`config.mk`:
```
export PLATFORM = sky130hd
export DESIGN_NAME = lvl_irq_ctrl
export DESIGN_NICKNAME = d
export VERILOG_FILES = /design/src/rtl/lic_pkg.sv /design/src/rtl/lic_sync.sv /design/src/rtl/lic_filter.sv /design/src/rtl/lvl_irq_ctrl.sv
export SDC_FILE = /design/constraint.sdc
export NUM_CORES = 2
export LEC_CHECK = 0
export BUFFER_PORTS_ARGS = -buffer_cell sky130_fd_sc_hd__buf_2
export CELL_PAD_IN_SITES_DETAIL_PLACEMENT = 1
export CELL_PAD_IN_SITES_GLOBAL_PLACEMENT = 1
export CORE_AREA = 2 2 305 307
export DETAILED_ROUTE_END_ITERATION = 10
export DIE_AREA = 0 0 307 309
export PLACE_DENSITY_LB_ADDON = 0.1
export SYNTH_ARGS = -nofsm -noshare
export SYNTH_HDL_FRONTEND = slang
export SYNTH_HIERARCHICAL = 1
export SYNTH_SLANG_ARGS = --single-unit
```
`constraint.sdc`:
```
create_clock -name clk -period 5 [get_ports clk]
set_input_delay 0 -clock clk [delete_from_list [all_inputs] [get_ports clk]]
set_output_delay 0 -clock clk [all_outputs]
set_load 0.05 [all_outputs]
```
`src/rtl/lic_pkg.sv`:
```
// Package: shared constants for the level interrupt controller.
// Assumes a byte-addressed register port with 32-bit words.
package lic_pkg;
    localparam int ADDR_W = 8;
    localparam int DATA_W = 32;

    localparam logic [ADDR_W-1:0] A_LEVEL  = 8'h00;
    localparam logic [ADDR_W-1:0] A_RDEN   = 8'h04;
    localparam logic [ADDR_W-1:0] A_POL    = 8'h14;
    localparam logic [ADDR_W-1:0] A_IEN    = 8'h18;
    localparam logic [ADDR_W-1:0] A_RAW    = 8'h1C;
    localparam logic [ADDR_W-1:0] A_MASKED = 8'h20;
    localparam logic [ADDR_W-1:0] A_CLR    = 8'h24;
    localparam logic [ADDR_W-1:0] A_TRIG   = 8'h28;
    localparam logic [ADDR_W-1:0] A_CTRL   = 8'h40;
endpackage

```
`src/rtl/lic_sync.sv`:
```
// Module: two-flop synchroniser for a vector of asynchronous inputs.
// Assumes each bit is independent; no bus coherency is implied.
module lic_sync #(
    parameter int W = 16
) (
    input  logic         clk,
    input  logic         rst_n,
    input  logic [W-1:0] async_i,
    output logic [W-1:0] sync_o
);
    logic [W-1:0] stage1_q;
    logic [W-1:0] stage2_q;

    // Purpose: two register stages to settle metastability.
    always_ff @(posedge clk) begin
        if (!rst_n) begin
            stage1_q <= '0;
            stage2_q <= '0;
        end else begin
            stage1_q <= async_i;
            stage2_q <= stage1_q;
        end
    end

    assign sync_o = stage2_q;
endmodule

```
`src/rtl/lic_filter.sv`:
```
// Module: per-channel debounce filter with software arming.
// Assumes din_i is already synchronous. The level only moves once armed;
// restart_i arms the filter and discards any partial count.
module lic_filter #(
    parameter int DBT_W = 12
) (
    input  logic             clk,
    input  logic             rst_n,
    input  logic             tick_i,
    input  logic             restart_i,
    input  logic             din_i,
    input  logic [DBT_W-1:0] dbt_i,
    output logic             armed_o,
    output logic             level_o
);
    logic             armed_q;
    logic             level_q;
    logic [DBT_W-1:0] cnt_q;
    logic [DBT_W:0]   cnt_inc;

    assign cnt_inc = {1'b0, cnt_q} + {{DBT_W{1'b0}}, 1'b1};

    // Purpose: arm on restart, count ticks while input differs, update level.
    always_ff @(posedge clk) begin
        if (!rst_n) begin
            armed_q <= 1'b0;
            level_q <= 1'b0;
            cnt_q   <= '0;
        end else if (restart_i) begin
            armed_q <= 1'b1;
            cnt_q   <= '0;
        end else if (armed_q) begin
            if (din_i == level_q) begin
                cnt_q <= '0;
            end else if (dbt_i == '0) begin
                level_q <= din_i;
                cnt_q   <= '0;
            end else if (tick_i) begin
                if (cnt_inc >= {1'b0, dbt_i}) begin
                    level_q <= din_i;
                    cnt_q   <= '0;
                end else begin
                    cnt_q <= cnt_inc[DBT_W-1:0];
                end
            end
        end
    end

    assign armed_o = armed_q;
    assign level_o = level_q;

    // with a nonzero length, the level never moves on a cycle without a tick.
    p_hold_no_tick_r8: assert property (@(posedge clk) disable iff (!rst_n)
        (!tick_i && dbt_i != '0) |=> $stable(level_q));

    // a filter that was never armed holds level 0.
    p_unarmed_low_r7: assert property (@(posedge clk) disable iff (!rst_n)
        !armed_q |-> (level_q == 1'b0));
endmodule

```
`src/rtl/lvl_irq_ctrl.sv`:
```
// Module: sixteen-channel debounced level interrupt controller (top).
// Assumes ms_tick is a one-cycle strobe in the clk domain and that the
// register port issues single-cycle strobes. Read data is combinational.
module lvl_irq_ctrl
    import lic_pkg::*;
#(
    parameter int NCH   = 16,
    parameter int DBT_W = 12
) (
    input  logic              clk,
    input  logic              rst_n,
    input  logic              ms_tick,
    input  logic [NCH-1:0]    pins_in,
    input  logic              wr_en,
    input  logic              rd_en,
    input  logic [ADDR_W-1:0] addr,
    input  logic [DATA_W-1:0] wdata,
    output logic [DATA_W-1:0] rdata,
    output logic              irq
);
    localparam int IDX_W = (NCH > 1) ? $clog2(NCH) : 1;
    localparam int PAD_W = DATA_W - NCH;
    localparam logic [ADDR_W-3:0] CH_LIM = (ADDR_W-2)'(NCH);

    logic [NCH-1:0]    rden_q, pol_q, ien_q, raw_q, trig_q;
    logic [DATA_W-1:0] ctrl_q [NCH];
    logic [NCH-1:0]    sync_s, armed_s, level_s, active_s, clr_s, masked_s;
    logic [ADDR_W-1:0] ctrl_off;
    logic              ctrl_hit;
    logic [IDX_W-1:0]  ctrl_idx;
    logic              wr_trig;

    // Purpose: decode the per-channel control word window.
    always_comb begin
        ctrl_off = addr - A_CTRL;
        ctrl_hit = (addr >= A_CTRL) && (ctrl_off[1:0] == 2'b00)
                   && (ctrl_off[ADDR_W-1:2] < CH_LIM);
        ctrl_idx = ctrl_off[IDX_W+1:2];
    end

    assign wr_trig = wr_en && (addr == A_TRIG);
    assign clr_s   = (wr_en && addr == A_CLR) ? wdata[NCH-1:0] : '0;

    lic_sync #(.W(NCH)) u_sync (
        .clk     (clk),
        .rst_n   (rst_n),
        .async_i (pins_in),
        .sync_o  (sync_s)
    );

    for (genvar i = 0; i < NCH; i++) begin : g_ch
        lic_filter #(.DBT_W(DBT_W)) u_filt (
            .clk       (clk),
            .rst_n     (rst_n),
            .tick_i    (ms_tick),
            .restart_i (trig_q[i]),
            .din_i     (sync_s[i]),
            .dbt_i     (ctrl_q[i][DBT_W-1:0]),
            .armed_o   (armed_s[i]),
            .level_o   (level_s[i])
        );

        // Purpose: hold the full 32-bit control word of this channel.
        always_ff @(posedge clk) begin
            if (!rst_n) begin
                ctrl_q[i] <= '0;
            end else if (wr_en && ctrl_hit && ctrl_idx == IDX_W'(i)) begin
                ctrl_q[i] <= wdata;
            end
        end
    end

    assign active_s = armed_s & ~(level_s ^ pol_q);
    assign masked_s = raw_q & ien_q;
    assign irq      = |masked_s;

    // Purpose: software-written configuration registers.
    always_ff @(posedge clk) begin
        if (!rst_n) begin
            rden_q <= '0;
            pol_q  <= '0;
            ien_q  <= '0;
        end else if (wr_en) begin
            if (addr == A_RDEN) rden_q <= wdata[NCH-1:0];
            if (addr == A_POL)  pol_q  <= wdata[NCH-1:0];
            if (addr == A_IEN)  ien_q  <= wdata[NCH-1:0];
        end
    end

    // Purpose: one-cycle trigger pulse from a trigger register write.
    always_ff @(posedge clk) begin
        if (!rst_n) trig_q <= '0;
        else        trig_q <= wr_trig ? wdata[NCH-1:0] : '0;
    end

    // Purpose: raw status, set by an active level and winning over a clear.
    always_ff @(posedge clk) begin
        if (!rst_n) raw_q <= '0;
        else        raw_q <= (raw_q & ~clr_s) | active_s;
    end

    // Purpose: combinational read multiplexer, zero when not reading.
    always_comb begin
        rdata = '0;
        if (rd_en) begin
            if (ctrl_hit) begin
                rdata = ctrl_q[ctrl_idx];
            end else begin
                case (addr)
                    A_LEVEL:  rdata = {{PAD_W{1'b0}}, level_s & rden_q};
                    A_RDEN:   rdata = {{PAD_W{1'b0}}, rden_q};
                    A_POL:    rdata = {{PAD_W{1'b0}}, pol_q};
                    A_IEN:    rdata = {{PAD_W{1'b0}}, ien_q};
                    A_RAW:    rdata = {{PAD_W{1'b0}}, raw_q};
                    A_MASKED: rdata = {{PAD_W{1'b0}}, masked_s};
                    A_TRIG:   rdata = {{PAD_W{1'b0}}, trig_q};
                    default:  rdata = '0;
                endcase
            end
        end
    end

    // an active armed channel has raw status set on the next cycle.
    p_raw_sets_r4: assert property (@(posedge clk) disable iff (!rst_n)
        1'b1 |=> ((raw_q & $past(active_s)) == $past(active_s)));

    // a clear on an inactive channel leaves the bit at 0.
    p_clear_takes_r6: assert property (@(posedge clk) disable iff (!rst_n)
        1'b1 |=> ((raw_q & $past(clr_s & ~active_s)) == '0));

    // the trigger pulse lasts one cycle unless written again.
    p_trig_pulse_r7: assert property (@(posedge clk) disable iff (!rst_n)
        !wr_trig |=> (trig_q == '0));
endmodule

```
==> impl_metrics.yaml <==
synth:
  synth-edff-count: 512
  ys_seq_area_frac: 0.478
  async_reset_ff_frac: 0
  synth_cells: 4248
  ys.warnings.count: 6
  syn_area_per_cell_um2: 10.9
  synth_area_um2: 46200
  mappedNetlistNets: 4533
  ys_ff_latch: 848
  ys.flop_type: "edfxtp_1"
  synth_cell_types: 80
critical_path:
  worstPathRequired_ns: 5.58
  slowest_delay_ns: 0.47
  regToRegStartpoint: "g_ch[14].u_filt/cnt_q[3]"
  path_cells: "and4_4 > nand4_1 > and2_1 > or2_2 > ha_1 > nand4_1 > nor3_1 > o41ai_1 > and4_1 > a21o_1 > a22o_1"
  r2r-end: "g_ch[14].u_filt/cnt_q[3]"
  r2r_slack_ns: 1.84
  path_delay_family: "simple AND/OR/NAND/NOR gates"
  cp_max_fo: 14
  cp-start-kind: "flop"
  r2r_cells: 11
  end_kind: "flop"
  path_buf_inv: 0
  crit_type: "reg2reg"
  slowest_stage: "dfxtp_1"
  critPathArrivalTime_ns: 3.74
  critPathMostFrequentCell: "nand4_1"
sta:
  hold_viol: 0
  timing.fmax_ghz: 0.316
  setup_viol: 0
  postLayoutSetupSlackWorst_ns: 1.84
  fin_crit_ns: 3.16
  drv_slew: 0
  tightest_slew_ns: 1.18
  slew_headroom: 0.214
  rsz0062_at_grt: "no"
  skew_ns: 0.0418
  min_period_over_period: 0.633
  finalSetupTns_ns: 0
placement:
  dp_slack_ns: 1.87
  place_area_um2: 47400
  place_congestion: 0.890
  dp_hpwl_um: 99000
  port_buffers: 93
grt:
  use_met2: 0.499
  overflow: 0
  grt_use_met1: 0.415
  antenna_found_initial: 11
  grt_pass1_vias: 35200
  grt_first_pass_wirelength_um: 220000
  top_usage_layer: "met2"
  grt_max_degree: 74
  grtUsageTotal: 0.305
  grt_use_met3: 0.0549
finish:
  area_growth_pct: 10.7
  fin_nets: 4594
  fill_cells: 9673
  finalInstanceArea_um2: 51200
  drive_gt1_frac: 0.144
routing:
  ant_nets: 0
  routed_wl_um: 144000
  drc: 0
  firstDrtPassIters: 6
  routedWlPerCell_um: 25.9
  drt_iter0_drc: 2953
  viasPerCell: 6.13
  dr_total_vias: 34200
min_path:
  min_from: "pins_in[3]"
  hp-class: "in2reg"
  whs_path_depth: 3
  hold_path_end: "u_sync/stage1_q[3]"
floorplanning:
  die_x_um: 307
  initial_utilization: 0.506
  dieHeight_um: 309
  io_pins: 94
  core_region_area_um2: 91400
  rows: 111
  dieArea_um2: 94900
power:
  power.total_mw: 16.2
  peakVddDrop_v: 0.000300
  power_density_nw_per_um2: 316
  cellLeakagePower_nw: 20.6
cts:
  cts_buffers: 95
  h-tree-depth: 3
  clk_pin_slew_worst_paths_ns: 0.07
  clk_path_buf_depth: 3
  postCtsSetupRepairBufs: 0
  worst_skew_pair.late_latency_ns: 0.70
  cts_num_sinks: 848
  clock-root-buffer: "clkbuf_16"
  cts_tree: "built"
status:
  run_status: "finished clean"
flow_run:
  drv_cap: 0
[placed cells by master, fill, tap and decap left out, types with 52 or more instances in the layout]
cell type / n
and2_1: 575
edfxtp_1: 512
nand2_1: 387
dfxtp_1: 336
ha_1: 224
inv_1: 197
nand3_1: 171
mux4_2: 144
a21oi_1: 124
o21ai_0: 117
clkbuf_16: 98
a22o_1: 97
nor2_1: 95
nor2b_1: 94
buf_2: 90
nor3_1: 89
or2_2: 75
xnor2_1: 67
a22oi_1: 61
nand4_1: 55
dlygate4sd3_1: 55
a21o_1: 52
[sequential cells by signal, indices dropped and copies added, names as in the netlist]
register and count:
u_sync/sync_o 16, g_ch.u_filt/cnt_q 192, pol_q 16, ien_q 16, raw_q 16, ctrl_q 512
rden_q 16, g_ch.u_filt/level_o 16, u_sync/stage1_q 16, trig_q 16, g_ch.u_filt/armed_o 16
[repair_timing]
action / 4_1_cts / 5_1_grt
hold endpoints to repair: 535 / 0
hold buffers: 55 / 0
resized for setup: 0 / 0
[per-layer routing]
metal / vias to the layer above / part of all wire
met5: - / 0.00036
met4: 10 / 0.031
met3: 259 / 0.073
met2: 1098 / 0.47
met1: 17300 / 0.43
li1: 15500 / -
[stage by stage]
step           utilization  instances  hold WS (ns)
2_1_floorplan            -       4248         0.118
3_3_place_gp         0.518       5343         0.220
3_5_place_dp         0.518       5343         0.226
4_1_cts              0.560       5573        0.0165
5_1_grt              0.560       5573        0.0633
6_report             0.560       5577        0.0545
[power breakdown]
part	switching (mW)	total [mW]	internal, mW
Combinational	0.650	1.04	0.388
Sequential	0.170	7.80	7.63
Clock	3.09	7.33	4.24
Total	3.91	16.2	12.3
[Yosys cell counts, types with 96 or more instances]
library cell / count / area (µm²)
and2_1: 575 / 3600
mux4_2: 144 / 3240
nor2_1: 112 / 420
nand2_1: 387 / 1450
dfxtp_1: 336 / 6730
a21oi_1: 124 / 621
nor2b_1: 96 / 601
edfxtp_1: 512 / 15400
ha_1: 224 / 2800
o21ai_0: 133 / 666
clkbuf_1: 114 / 428
nand3_1: 171 / 856
a22o_1: 97 / 850
inv_1: 197 / 739
[worst max-delay path by stage]
stage | start | end | slack [ns] | cells past startpoint
floorplan | addr[3] | ctrl_q[13][0] | 1.29 | 5
global placement | g_ch[7].u_filt/cnt_q[0] | g_ch[7].u_filt/cnt_q[3] | 1.90 | 11
detailed placement | g_ch[4].u_filt/cnt_q[0] | g_ch[4].u_filt/cnt_q[5] | 1.87 | 11
CTS | g_ch[7].u_filt/cnt_q[0] | g_ch[7].u_filt/cnt_q[5] | 1.80 | 11
global route | g_ch[7].u_filt/cnt_q[0] | g_ch[7].u_filt/cnt_q[5] | 1.49 | 11
finish | g_ch[14].u_filt/cnt_q[3] | g_ch[14].u_filt/cnt_q[3] | 1.84 | 11
[cells by family (layout without fill, tap and decap cells)]
logic type,Yosys count,in the layout,synth area share
muxes,175,175,0.0772
AOI/OAI and AO/OA,663,663,0.0984
DFF,848,848,0.478
xor gates and xnor gates,114,114,0.0216
adders and majority gates,224,224,0.0606
other,0,4,0
buffers and inverters,426,565,0.0472
and+or+nand+nor,1798,1798,0.217
[area by class of cell]
cell class	instances	area, µm²	share of cell area
timing repair buffer	192	1370	0.0267
clock buffer	116	2560	0.0500
sequential	848	22100	0.432
antenna	4	10.0	0.000196
multi-input combinational	2974	22200	0.434
inverter	198	743	0.0145
tap	1186	1480	0.0290
clock inverter	59	704	0.0138
[worst reg2reg max path: stages (launching register included)]
cell,delay (ns)
dfxtp_1,0.47
and4_4,0.30
nand4_1,0.17
and2_1,0.23
or2_2,0.33
ha_1,0.30
nand4_1,0.12
nor3_1,0.21
o41ai_1,0.12
and4_1,0.38
a21o_1,0.25
a22o_1,0.18
Power figures use the tool's default switching activity.
